### src/rtl/fes_pkg.sv
`timescale 1ns/1ps
package fes_pkg;

    typedef enum logic [2:0] {
        S_IDLE,
        S_ERASE_A,
        S_ERASE_B,
        S_SETTLE,
        S_VCMD,
        S_VREAD,
        S_TERM_A,
        S_TERM_B
    } fes_state_e;

    typedef enum logic [1:0] {
        OP_NONE,
        OP_WRITE,
        OP_READ
    } bus_op_e;

    typedef enum logic [1:0] {
        V_NEXT,
        V_LAST,
        V_RETRY,
        V_GIVEUP
    } verdict_e;

    localparam logic [7:0] CMD_ERASE  = 8'h20;
    localparam logic [7:0] CMD_VERIFY = 8'hA0;

endpackage

### src/rtl/fes_busmap.sv
`timescale 1ns/1ps
module fes_busmap
    import fes_pkg::*;
#(
    parameter int ADDR_W = 16,
    parameter int DATA_W = 16
) (
    input  fes_state_e           state_i,
    input  logic [ADDR_W-1:0]    vaddr_i,
    output bus_op_e              op_o,
    output logic [ADDR_W-1:0]    addr_o,
    output logic [DATA_W-1:0]    wdata_o
);

    always_comb begin
        op_o    = OP_NONE;
        addr_o  = '0;
        wdata_o = '0;
        unique case (state_i)
            S_ERASE_A, S_ERASE_B: begin
                op_o    = OP_WRITE;
                wdata_o = DATA_W'(CMD_ERASE);
            end
            S_VCMD: begin
                op_o    = OP_WRITE;
                addr_o  = vaddr_i;
                wdata_o = DATA_W'(CMD_VERIFY);
            end
            S_VREAD: begin
                op_o   = OP_READ;
                addr_o = vaddr_i;
            end
            S_TERM_A, S_TERM_B: begin
                op_o    = OP_WRITE;
                wdata_o = '1;
            end
            default: ;
        endcase
    end

endmodule

### src/rtl/fes_verdict.sv
`timescale 1ns/1ps
module fes_verdict
    import fes_pkg::*;
#(
    parameter int ADDR_W    = 16,
    parameter int DATA_W    = 16,
    parameter int RETRY_W   = 4,
    parameter int MAX_RETRY = 8
) (
    input  logic [DATA_W-1:0]  rdata_i,
    input  logic [ADDR_W-1:0]  addr_i,
    input  logic [RETRY_W-1:0] retries_i,
    output verdict_e           verdict_o
);

    logic erased;
    logic last_word;
    logic retry_left;

    assign erased     = &rdata_i;
    assign last_word  = &addr_i;
    assign retry_left = retries_i != RETRY_W'(MAX_RETRY);

    always_comb begin
        if (erased)
            verdict_o = last_word ? V_LAST : V_NEXT;
        else
            verdict_o = retry_left ? V_RETRY : V_GIVEUP;
    end

endmodule

### src/rtl/flash_erase_seq.sv
`timescale 1ns/1ps
module flash_erase_seq
    import fes_pkg::*;
#(
    parameter int ADDR_W       = 16,
    parameter int DATA_W       = 16,
    parameter int ERASE_CYCLES = 1000,
    parameter int BUS_TIMEOUT  = 64,
    parameter int MAX_RETRY    = 8
) (
    input  logic                           clk,
    input  logic                           rst_n,
    input  logic                           start_i,
    output logic                           busy_o,
    output logic                           done_o,
    output logic                           fail_o,
    output logic [$clog2(MAX_RETRY+2)-1:0] retries_o,
    output logic [ADDR_W-1:0]              bus_addr_o,
    output logic [DATA_W-1:0]              bus_wdata_o,
    output logic                           bus_wr_o,
    output logic                           bus_rd_o,
    input  logic [DATA_W-1:0]              bus_rdata_i,
    input  logic                           bus_ready_i
);

    localparam int RETRY_W = $clog2(MAX_RETRY + 2);
    localparam int CNT_MAX = (ERASE_CYCLES > BUS_TIMEOUT) ? ERASE_CYCLES : BUS_TIMEOUT;
    localparam int CNT_W   = $clog2(CNT_MAX + 1);

    typedef struct packed {
        fes_state_e         state;
        logic [ADDR_W-1:0]  vaddr;
        logic [RETRY_W-1:0] retries;
        logic [CNT_W-1:0]   cnt;
        logic               done;
        logic               fail;
    } seq_t;

    seq_t r_q, r_d;

    bus_op_e  op;
    verdict_e verdict;
    logic     xfer_ok;
    logic     timed_out;

    fes_busmap #(
        .ADDR_W (ADDR_W),
        .DATA_W (DATA_W)
    ) u_busmap (
        .state_i (r_q.state),
        .vaddr_i (r_q.vaddr),
        .op_o    (op),
        .addr_o  (bus_addr_o),
        .wdata_o (bus_wdata_o)
    );

    fes_verdict #(
        .ADDR_W    (ADDR_W),
        .DATA_W    (DATA_W),
        .RETRY_W   (RETRY_W),
        .MAX_RETRY (MAX_RETRY)
    ) u_verdict (
        .rdata_i   (bus_rdata_i),
        .addr_i    (r_q.vaddr),
        .retries_i (r_q.retries),
        .verdict_o (verdict)
    );

    assign xfer_ok   = (op != OP_NONE) && bus_ready_i;
    assign timed_out = (op != OP_NONE) && !bus_ready_i &&
                       (r_q.cnt == CNT_W'(BUS_TIMEOUT - 1));

    always_comb begin
        r_d      = r_q;
        r_d.done = 1'b0;
        if (op != OP_NONE)
            r_d.cnt = xfer_ok ? '0 : r_q.cnt + CNT_W'(1);

        unique case (r_q.state)
            S_IDLE: begin
                if (start_i) begin
                    r_d.state   = S_ERASE_A;
                    r_d.vaddr   = '0;
                    r_d.retries = '0;
                    r_d.fail    = 1'b0;
                    r_d.cnt     = '0;
                end
            end
            S_ERASE_A: begin
                if (xfer_ok) r_d.state = S_ERASE_B;
            end
            S_ERASE_B: begin
                if (xfer_ok) begin
                    r_d.state = S_SETTLE;
                    r_d.cnt   = CNT_W'(ERASE_CYCLES - 1);
                end
            end
            S_SETTLE: begin
                if (r_q.cnt == '0) begin
                    r_d.state = S_VCMD;
                    r_d.cnt   = '0;
                end else begin
                    r_d.cnt = r_q.cnt - CNT_W'(1);
                end
            end
            S_VCMD: begin
                if (xfer_ok) r_d.state = S_VREAD;
            end
            S_VREAD: begin
                if (xfer_ok) begin
                    unique case (verdict)
                        V_NEXT: begin
                            r_d.vaddr = r_q.vaddr + ADDR_W'(1);
                            r_d.state = S_VCMD;
                        end
                        V_LAST: r_d.state = S_TERM_A;
                        V_RETRY: begin
                            r_d.retries = r_q.retries + RETRY_W'(1);
                            r_d.state   = S_ERASE_A;
                        end
                        V_GIVEUP: begin
                            r_d.fail  = 1'b1;
                            r_d.state = S_TERM_A;
                        end
                        default: ;
                    endcase
                end
            end
            S_TERM_A: begin
                if (xfer_ok) r_d.state = S_TERM_B;
            end
            S_TERM_B: begin
                if (xfer_ok) begin
                    r_d.state = S_IDLE;
                    r_d.done  = 1'b1;
                end
            end
            default: r_d.state = S_IDLE;
        endcase

        if (timed_out) begin
            r_d.state = S_IDLE;
            r_d.done  = 1'b1;
            r_d.fail  = 1'b1;
            r_d.cnt   = '0;
        end
    end

    always_ff @(posedge clk or negedge rst_n) begin
        if (!rst_n) begin
            r_q <= '{state: S_IDLE, vaddr: '0, retries: '0, cnt: '0,
                     done: 1'b0, fail: 1'b0};
        end else begin
            r_q <= r_d;
        end
    end

    assign busy_o    = r_q.state != S_IDLE;
    assign done_o    = r_q.done;
    assign fail_o    = r_q.fail;
    assign retries_o = r_q.retries;
    assign bus_wr_o  = op == OP_WRITE;
    assign bus_rd_o  = op == OP_READ;

endmodule

### config.mk
export PLATFORM = sky130hd
export DESIGN_NAME = flash_erase_seq
export DESIGN_NICKNAME = d
export VERILOG_FILES = /design/src/rtl/fes_pkg.sv /design/src/rtl/fes_busmap.sv /design/src/rtl/fes_verdict.sv /design/src/rtl/flash_erase_seq.sv
export SDC_FILE = /design/constraint.sdc
export NUM_CORES = 1
export LEC_CHECK = 0
export BUFFER_PORTS_ARGS = -buffer_cell sky130_fd_sc_hd__buf_4
export CORE_MARGIN = 8
export CORE_UTILIZATION = 53
export DETAILED_ROUTE_END_ITERATION = 6
export PLACE_DENSITY = 0.79
export SLEW_MARGIN = 20
export SYNTH_ARGS = -nofsm -noshare
export SYNTH_HDL_FRONTEND = slang
export SYNTH_SLANG_ARGS = --single-unit
### constraint.sdc
create_clock -name clk -period 2.6 [get_ports clk]
set_input_delay 0.39 -clock clk [delete_from_list [all_inputs] [get_ports clk]]
set_output_delay 0.39 -clock clk [all_outputs]
set_load 0.05 [all_outputs]
Word-level counts from Yosys, hierarchy flattened
Index checks and enable logic that the tools add are counted.
{"block": "totals", "ff_bits": 35, "out_inout_bits": 41, "word_cells": 91, "inputBits": 20}
{"block": "classes", "n_eq_ne": 27, "add_sub_neg": 4, "muxes": 32, "n_reduce_logical": 22}
{"cell": "16-bit case mux with 3 select lines", "n": 1}
{"cell": "10-bit two-way mux", "n": 4}
{"cell": "20-bit case mux with 2 select lines", "n": 1}
{"cell": "33-bit two-way mux", "n": 1}
{"cell": "16-bit two-way mux", "n": 2}
{"cell": "16-bit AND reduction", "n": 2}
{"cell": "10-bit case mux with 3 select lines", "n": 1}
{"cell": "3-bit inequality test (second input constant)", "n": 9}
{"cell": "3-bit case mux with 8 select lines", "n": 1}
{"cell": "23-bit two-way mux", "n": 1}
{"cell": "3-bit two-way mux", "n": 7}
{"cell": "16-bit by 1-bit adder with 16-bit output (second input constant)", "n": 1}
{"cell": "3-bit == test (second input constant)", "n": 4}
{"cell": "12-bit two-way mux", "n": 1}
{"cell": "4-bit AND reduction", "n": 3}
{"cell": "10-bit by 1-bit adder with 10-bit output (second input constant)", "n": 1}
{"cell": "10-bit by 6-bit == test with 1-bit output (second input constant)", "n": 1}
{"cell": "10-bit logical NOT", "n": 1}
{"cell": "10-bit by 1-bit subtractor with 10-bit output (second input constant)", "n": 1}
{"cell": "3-bit case mux with 3 select lines", "n": 1}
{"cell": "2-bit inequality test (second input constant)", "n": 4}
{"cell": "8-bit AND reduction", "n": 1}
{"cell": "2-bit OR reduction", "n": 4}
{"cell": "1-bit two-way mux", "n": 7}
{"cell": "other kinds (17)", "n": 25}

Logic depth before layout (Yosys ltp)
Gate-level depths: netlist of run 1.
{"block": "logic_depth", "depth_word": 10, "depth_mapped": 7}

By module
From an unflattened synthesis of run 1, not the netlist that was laid out.
{"block": "hier_totals", "cells_unflattened": 315, "hier_area_um2": 2693.8}
{"mod": "flash_erase_seq", "n_inst": 1, "cells_per_inst": 264, "area_per_inst_um2": 2318.5}
{"mod": "fes_busmap", "n_inst": 1, "cells_per_inst": 39, "area_per_inst_um2": 287.8}
{"mod": "fes_verdict", "n_inst": 1, "cells_per_inst": 12, "area_per_inst_um2": 87.6}

Least setup slack after synthesis of run 1
OpenSTA, ideal clock, no wires.
{"block": "synth_timing", "path_type": "register to output", "from": "reg r_q[33] (netlist name)", "to": "out bus_wdata_o[10]", "slack_ns": 0.036, "t_required_ns": 2.210, "t_arrival_ns": 2.174, "path_stages_with_launch": 6, "path_cell_list": "dfrtp_1 buf_2 buf_2 inv_1 nor2_1 buf_4"}
{"block": "synth_via", "elab_chain_cells": 3, "elab_cells_between_ends": 8, "classes_between": "eq/ne: 5; mux: 1; reduce/logical: 2"}
{"element": "start, declared", "line_no": "flash_erase_seq.sv:39", "text": "seq_t r_q, r_d;"}
{"element": "start signal, assigned", "line_no": "flash_erase_seq.sv:151", "text": "r_q <= '{state: S_IDLE, vaddr: '0, retries: '0, cnt: '0,"}
{"element": "start signal, assigned", "line_no": "flash_erase_seq.sv:154", "text": "r_q <= r_d;"}
{"element": "3-bit == test, or another cell as far along", "line_no": "fes_busmap.sv:19", "text": "unique case (state_i)"}
{"element": "2-bit OR reduction, on equally long branches"}
{"element": "16-bit case mux with 3 select lines *", "line_no": "fes_busmap.sv:19"}
{"element": "end, declared", "line_no": "flash_erase_seq.sv:19", "text": "output logic [DATA_W-1:0] bus_wdata_o,"}
Mark *: on every way between the ends. The rest lies on a longest branch, timed or not.

Worst setup path in the final report of run 1
{"block": "layout_timing", "from": "reg r_q[33] (netlist name)", "to": "out bus_addr_o[0]"}
{"block": "layout_via", "elab_chain_cells": 3, "elab_cells_between_ends": 4, "classes_between": "eq/ne: 2; mux: 1; reduce/logical: 1"}
{"element": "3-bit == test", "line_no": "fes_busmap.sv:19"}
{"element": "2-bit OR reduction (no source line) *"}
{"element": "16-bit two-way mux *", "line_no": "fes_busmap.sv:19"}
{"element": "end, declared", "line_no": "flash_erase_seq.sv:18", "text": "output logic [ADDR_W-1:0] bus_addr_o,"}
Marks and branches as above.

==> impl_metrics.tcl, run 1 <==
set metrics [dict create \
    synth_most_common_cell "dfrtp_1" \
    tns_ns 0 \
    synthTopCellsByCount "dfrtp_1, a21oi_1, nand2_1" \
    irDropWorstVdd_mv 0.566 \
    hold_class "in2async" \
    grt_pass1_wl_um 11500 \
    cp_cell_sequence "and2b_1, buf_4, and2_1, buf_4" \
    skew_ns 0.00487 \
    final_cells 428 \
    critPathMaxStageDelay_ns 0.69 \
    post_cts_buffers 0 \
    ant_nets 0 \
    cp.arrival_ns 1.86 \
    coreArea_mm2 0.00498 \
    rsz0062_at_grt "no" \
    powerDensity_mw_per_mm2 932 \
    yosys_warnings 0 \
    timing.rr.end "r_q[21]" \
    synth.avg_cell_area_um2 8.43 \
    syn2layout_area_growth_pct 17.3 \
    nets 383 \
    min_period_over_period 0.864 \
    critPathKind "reg2out" \
    synthCells 316 \
    fmax_ghz 0.445 \
    dr.first_iter.drc_count 240 \
    ys_async_sr_fraction 1.00 \
    grt-ovfl-total 0 \
    cts_hold_buffers 0 \
    insertion_delay_ns 0.29 \
    synth_seq_area_share 0.329 \
    worst_setup_path_end_kind "output pin" \
    cts_tree "yes" \
    pre_cts_slack_ns 0.428 \
    fp.dieW_um 86.9 \
    place_congestion 0.899 \
    dp.cells 420 \
    r2r_slack_ns 0.38 \
    synth_edf_count 0 \
    relSlewSlack 0.488 \
    leakage_nw 1.40 \
    period_needed_ns 2.25 \
    outcome "finished, final reports clean" \
    critPathLaunch "r_q[33]" \
    cp.required_ns 2.21 \
    die_h_um 86.9 \
    drc 0 \
    grt_start_max_net_pins 36 \
    synth_top_cell_by_area "dfrtp_1" \
    dr.pass1.iters 4 \
    grt_util_all_layers 0.190 \
    synth_area_mm2 0.00266 \
    r2r_cells 5 \
    cts_max_level 2 \
    path_depth 4 \
    ctsResizeCount 0 \
    finalSetupViolCount 0 \
    critical-path-top-delay-family "flip-flops" \
    ys_seq_elements 35 \
    avgRoutedWirePerCell_um 16.1 \
    hpwlAfterDp_um 5120 \
    diodes 0 \
    slowest_stage "dfrtp_1" \
    tightest_slew_ns 0.765 \
    rows 26 \
    ys.flop_type "dfrtp_1" \
    routed-via-count 2546 \
    viasPerCell 5.95 \
    path_clk_slew_ns 0.07 \
    final-max-slew-violation-count 0 \
    cp_num_buf_inv 2 \
    maxCapViolations 0 \
    postRouteWirelength_um 6900 \
    critPathCapture "bus_addr_o[0]" \
    grt_pass1_vias 2415 \
    total_power_mw 2.91 \
    clock_sinks 35 \
    port_buffers 60 \
    cp_max_fo 16 \
    crit_path_frequent_cell "buf_4" \
    timing.final.ws_setup_ns 0.353 \
    r2r_start "r_q[34]" \
    startpoint_type "flop" \
    io_pins 61 \
    cts-root-buf "clkbuf_8" \
    postSynthNetCount 342 \
    synth_top_area_share 0.329 \
    drive_gt1_frac 0.237 \
    ctsLongestPathBuffers 2 \
    die_area_mm2 0.00755 \
    finalHoldViolCount 0 \
    cts_buffers 5 \
    yosys-top-cells-area "dfrtp_1, buf_4, a21oi_1, and2_1, o21ai_0" \
    antenna_found_initial 0 \
    start_util 0.535 \
    yosysUniqueCellTypes 58 \
]
-- stage by stage --
| step | hold slack [ns] | util | cell area, um^2 |
|---|---|---|---|
| final | 0.0415 | 0.628 | 3120 |
| after global routing | 0.0734 | 0.628 | 3120 |
| after CTS | 0.0583 | 0.628 | 3120 |
| after detailed placement | 0.371 | 0.611 | 3040 |
| after global placement | 0.370 | 0.611 | 3040 |
| after floorplan | 0.0944 | - | 2660 |
-- power by group --
part | internal, mW | switching [mW] | total, mW
clock network | 0.188 | 0.199 | 0.387
registers | 0.649 | 0.192 | 0.841
logic | 0.620 | 1.07 | 1.69
total | 1.46 | 1.46 | 2.91
-- how the worst min path moves through the flow --
stage | startpoint | cells after the start | end | slack, ns
floorplan | rst_n | 0 | done_o | 0.09
global placement | rst_n | 1 | r_q[26] | 0.37
detailed placement | rst_n | 1 | r_q[26] | 0.37
CTS | rst_n | 1 | r_q[26] | 0.06
global route | rst_n | 1 | r_q[22] | 0.07
finish | rst_n | 1 | r_q[25] | 0.04
-- layer usage --
layer,GRT usage,share of wire,up-vias
li1,-,-,1229
met1,0.251,0.46,1198
met2,0.281,0.43,114
met3,0.0613,0.097,5
met4,0.0673,0.013,0
met5,0,0,-
-- kinds of logic after synthesis --
| group | synth area share |
|---|---|
| AO/OA/AOI/OAI | 0.187 |
| XOR/XNOR | 0.0362 |
| adder cells (fa/ha/maj) | 0.0282 |
| buffers and inverters | 0.0864 |
| flip-flops | 0.329 |
| multiplexers | 0.0160 |
| AND/OR/NAND/NOR | 0.318 |
-- cell type report --
cell class              instances  area (um^2)
well taps                      70         87.6
multi-input cells             242         1560
clock buffers                   7         76.3
flip-flops and latches         35          876
clock inverters                 1         5.00
fillers                       451         1850
inverters                       7         26.3
repair buffers                 66          495
-- registers in the layout (all words and copies together), names as in the netlist --
register	count
done_o	1
fail_o	1
r_q	29
retries_o	4
-- placed cells by master, fill, tap and decap left out, types with 4 or more instances in the layout --
cell type	synthesis	layout
nor3_1	8	8
nand2_1	21	21
nand3b_1	4	4
nand3_1	15	15
nor2b_1	4	4
clkbuf_8	0	5
o21ai_0	17	17
and4_1	4	4
buf_4	17	66
nor2_1	18	18
inv_1	7	7
xor2_1	5	5
and3_1	8	8
xnor2_1	6	6
or3_1	12	12
ha_1	6	6
a21oi_1	25	25
o211ai_1	4	4
dfrtp_1	35	35
nand4_1	13	13
and2_1	19	19
Note: power is estimated with default switching activity, not from simulation.
==> run 2, diff against run 1 <==
PLACE_DENSITY = 0.9   (was 0.79)
==> run 2 against run 1 <==
  * Non-clock buffer count unchanged
  * Power up 3.8%
  * Final cell count fell by 0.23%
  * Critical path type unchanged
  * Clock skew increased by 0.0084 ns
  * Critical endpoint is now bus_rd_o
  * Worst setup slack got worse by 0.17 ns
  * Combinational power about the same
  * Critical path depth shrank 1
  * Largest cell class unchanged
  * Die area stayed put
  * Global-route usage grew 0.35 points
  * Via count grew 1.7%
==> impl_metrics.tcl, run 2 (synthesis results as in run 1) <==
set metrics [dict create \
    io_pins 61 \
    total_power_mw 3.02 \
    tightest_slew_ns 0.740 \
    postRouteWirelength_um 7250 \
    cp_max_fo 18 \
    fin_util 0.632 \
    powerDensity_mw_per_mm2 961 \
    min_period_over_period 0.928 \
    fmax_ghz 0.414 \
    drive_gt1_frac 0.238 \
    ant_nets 0 \
    nets 383 \
    critPathLaunch "r_q[33]" \
    registers.top_by_ff_count "r_q" \
    cts_tree "yes" \
    final-max-slew-violation-count 0 \
    ctsLongestPathBuffers 2 \
    relSlewSlack 0.505 \
    grt_pass1_vias 2443 \
    path_clk_slew_ns 0.07 \
    seqCellArea_um2 876 \
    cp.required_ns 2.21 \
    dr.first_iter.drc_count 231 \
    stdcell_area_mm2 0.00315 \
    irDropWorstVdd_mv 0.656 \
    cp.arrival_ns 2.02 \
    leakage_nw 1.41 \
    diodes 0 \
    antenna_found_initial 0 \
    final_cell_mix "buf_4, dfrtp_1, a21oi_1" \
    hold_ws_ns 0.0425 \
    viasPerCell 6.07 \
    hold_class "in2async" \
    rows 26 \
    clock_sinks 35 \
    timing.final.ws_setup_ns 0.186 \
    hpwlAfterDp_um 5240 \
    placed_cell_area_mm2 0.00304 \
    dr.pass1.iters 6 \
    cts_max_level 2 \
    tns_ns 0 \
    syn2layout_area_growth_pct 18.1 \
    final_cells 427 \
    grt_start_max_net_pins 36 \
    die_h_um 86.9 \
    rsz0062_at_grt "no" \
    avgRoutedWirePerCell_um 17.0 \
    largest_register_ffs 29 \
    place_congestion 0.902 \
    finalHoldViolCount 0 \
    skew_ns 0.0132 \
    grt_util_all_layers 0.193 \
    cts-root-buf "clkbuf_8" \
    port_buffers 60 \
    worst_setup_path_end_kind "output pin" \
    fillers 434 \
    outcome "finished, final reports clean" \
    maxCapViolations 0 \
    multiInputGateArea_mm2 0.00156 \
    die_area_mm2 0.00755 \
    coreArea_mm2 0.00498 \
    pre_cts_slack_ns 0.427 \
    gr-usage-met1 0.255 \
    layout_commonest_cell "buf_4" \
    dp.cells 420 \
    period_needed_ns 2.41 \
    post_cts_buffers 0 \
    critPathKind "reg2out" \
    grt-ovfl-total 0 \
    insertion_delay_ns 0.30 \
    cts_buffers 5 \
    finalSetupViolCount 0 \
    drc 0 \
    routed-via-count 2590 \
    ctsResizeCount 0 \
    gr-usage-met2 0.299 \
    fp.dieW_um 86.9 \
    grt_pass1_wl_um 11900 \
    grt-busiest-layer "met2" \
    start_util 0.535 \
    cts_hold_buffers 0 \
    met3_usage 0.0462 \
    r2r_start "r_q[33]" \
    startpoint_type "flop" \
]
-- run 2: layout make-up --
cell class	count	area share
Multi-Input combinational cell	242	0.495
Tap cell	70	0.0278
Timing Repair Buffer	66	0.158
Clock inverter	1	0.00955
Inverter	7	0.00835
Clock buffer	6	0.0231
Sequential cell	35	0.278
-- run 2: metal layers --
layer  part of all wire  routed length (um)
met1               0.44                3190
met3              0.082                 598
met4              0.020                 146
met2               0.46                3320
met5                  0                   0
-- run 2: critical path: stages, from the launching register on --
cell	delay (ns)
dfrtp_1	0.59
and2b_1	0.61
and2_1	0.30
buf_4	0.23
-- run 2: report_power, final --
group	internal [mW]	total, mW	switching (mW)
sequential	0.649	0.825	0.176
clock	0.281	0.486	0.205
combinational	0.621	1.71	1.09
total	1.55	3.02	1.47
-- run 2: final timing paths --
path | endpoint | slack, ns | cells after the start
worst max-delay path | bus_rd_o | 0.19 | 3
worst min-delay path | r_q[25] | 0.04 | 1
worst max register to register | retries_o[3] | 0.52 | 5
worst min register to register | fail_o | 0.52 | 1
max in group asynchronous | r_q[2] | 2.22 | 1
min in group clk | r_q[2] | 0.46 | 3
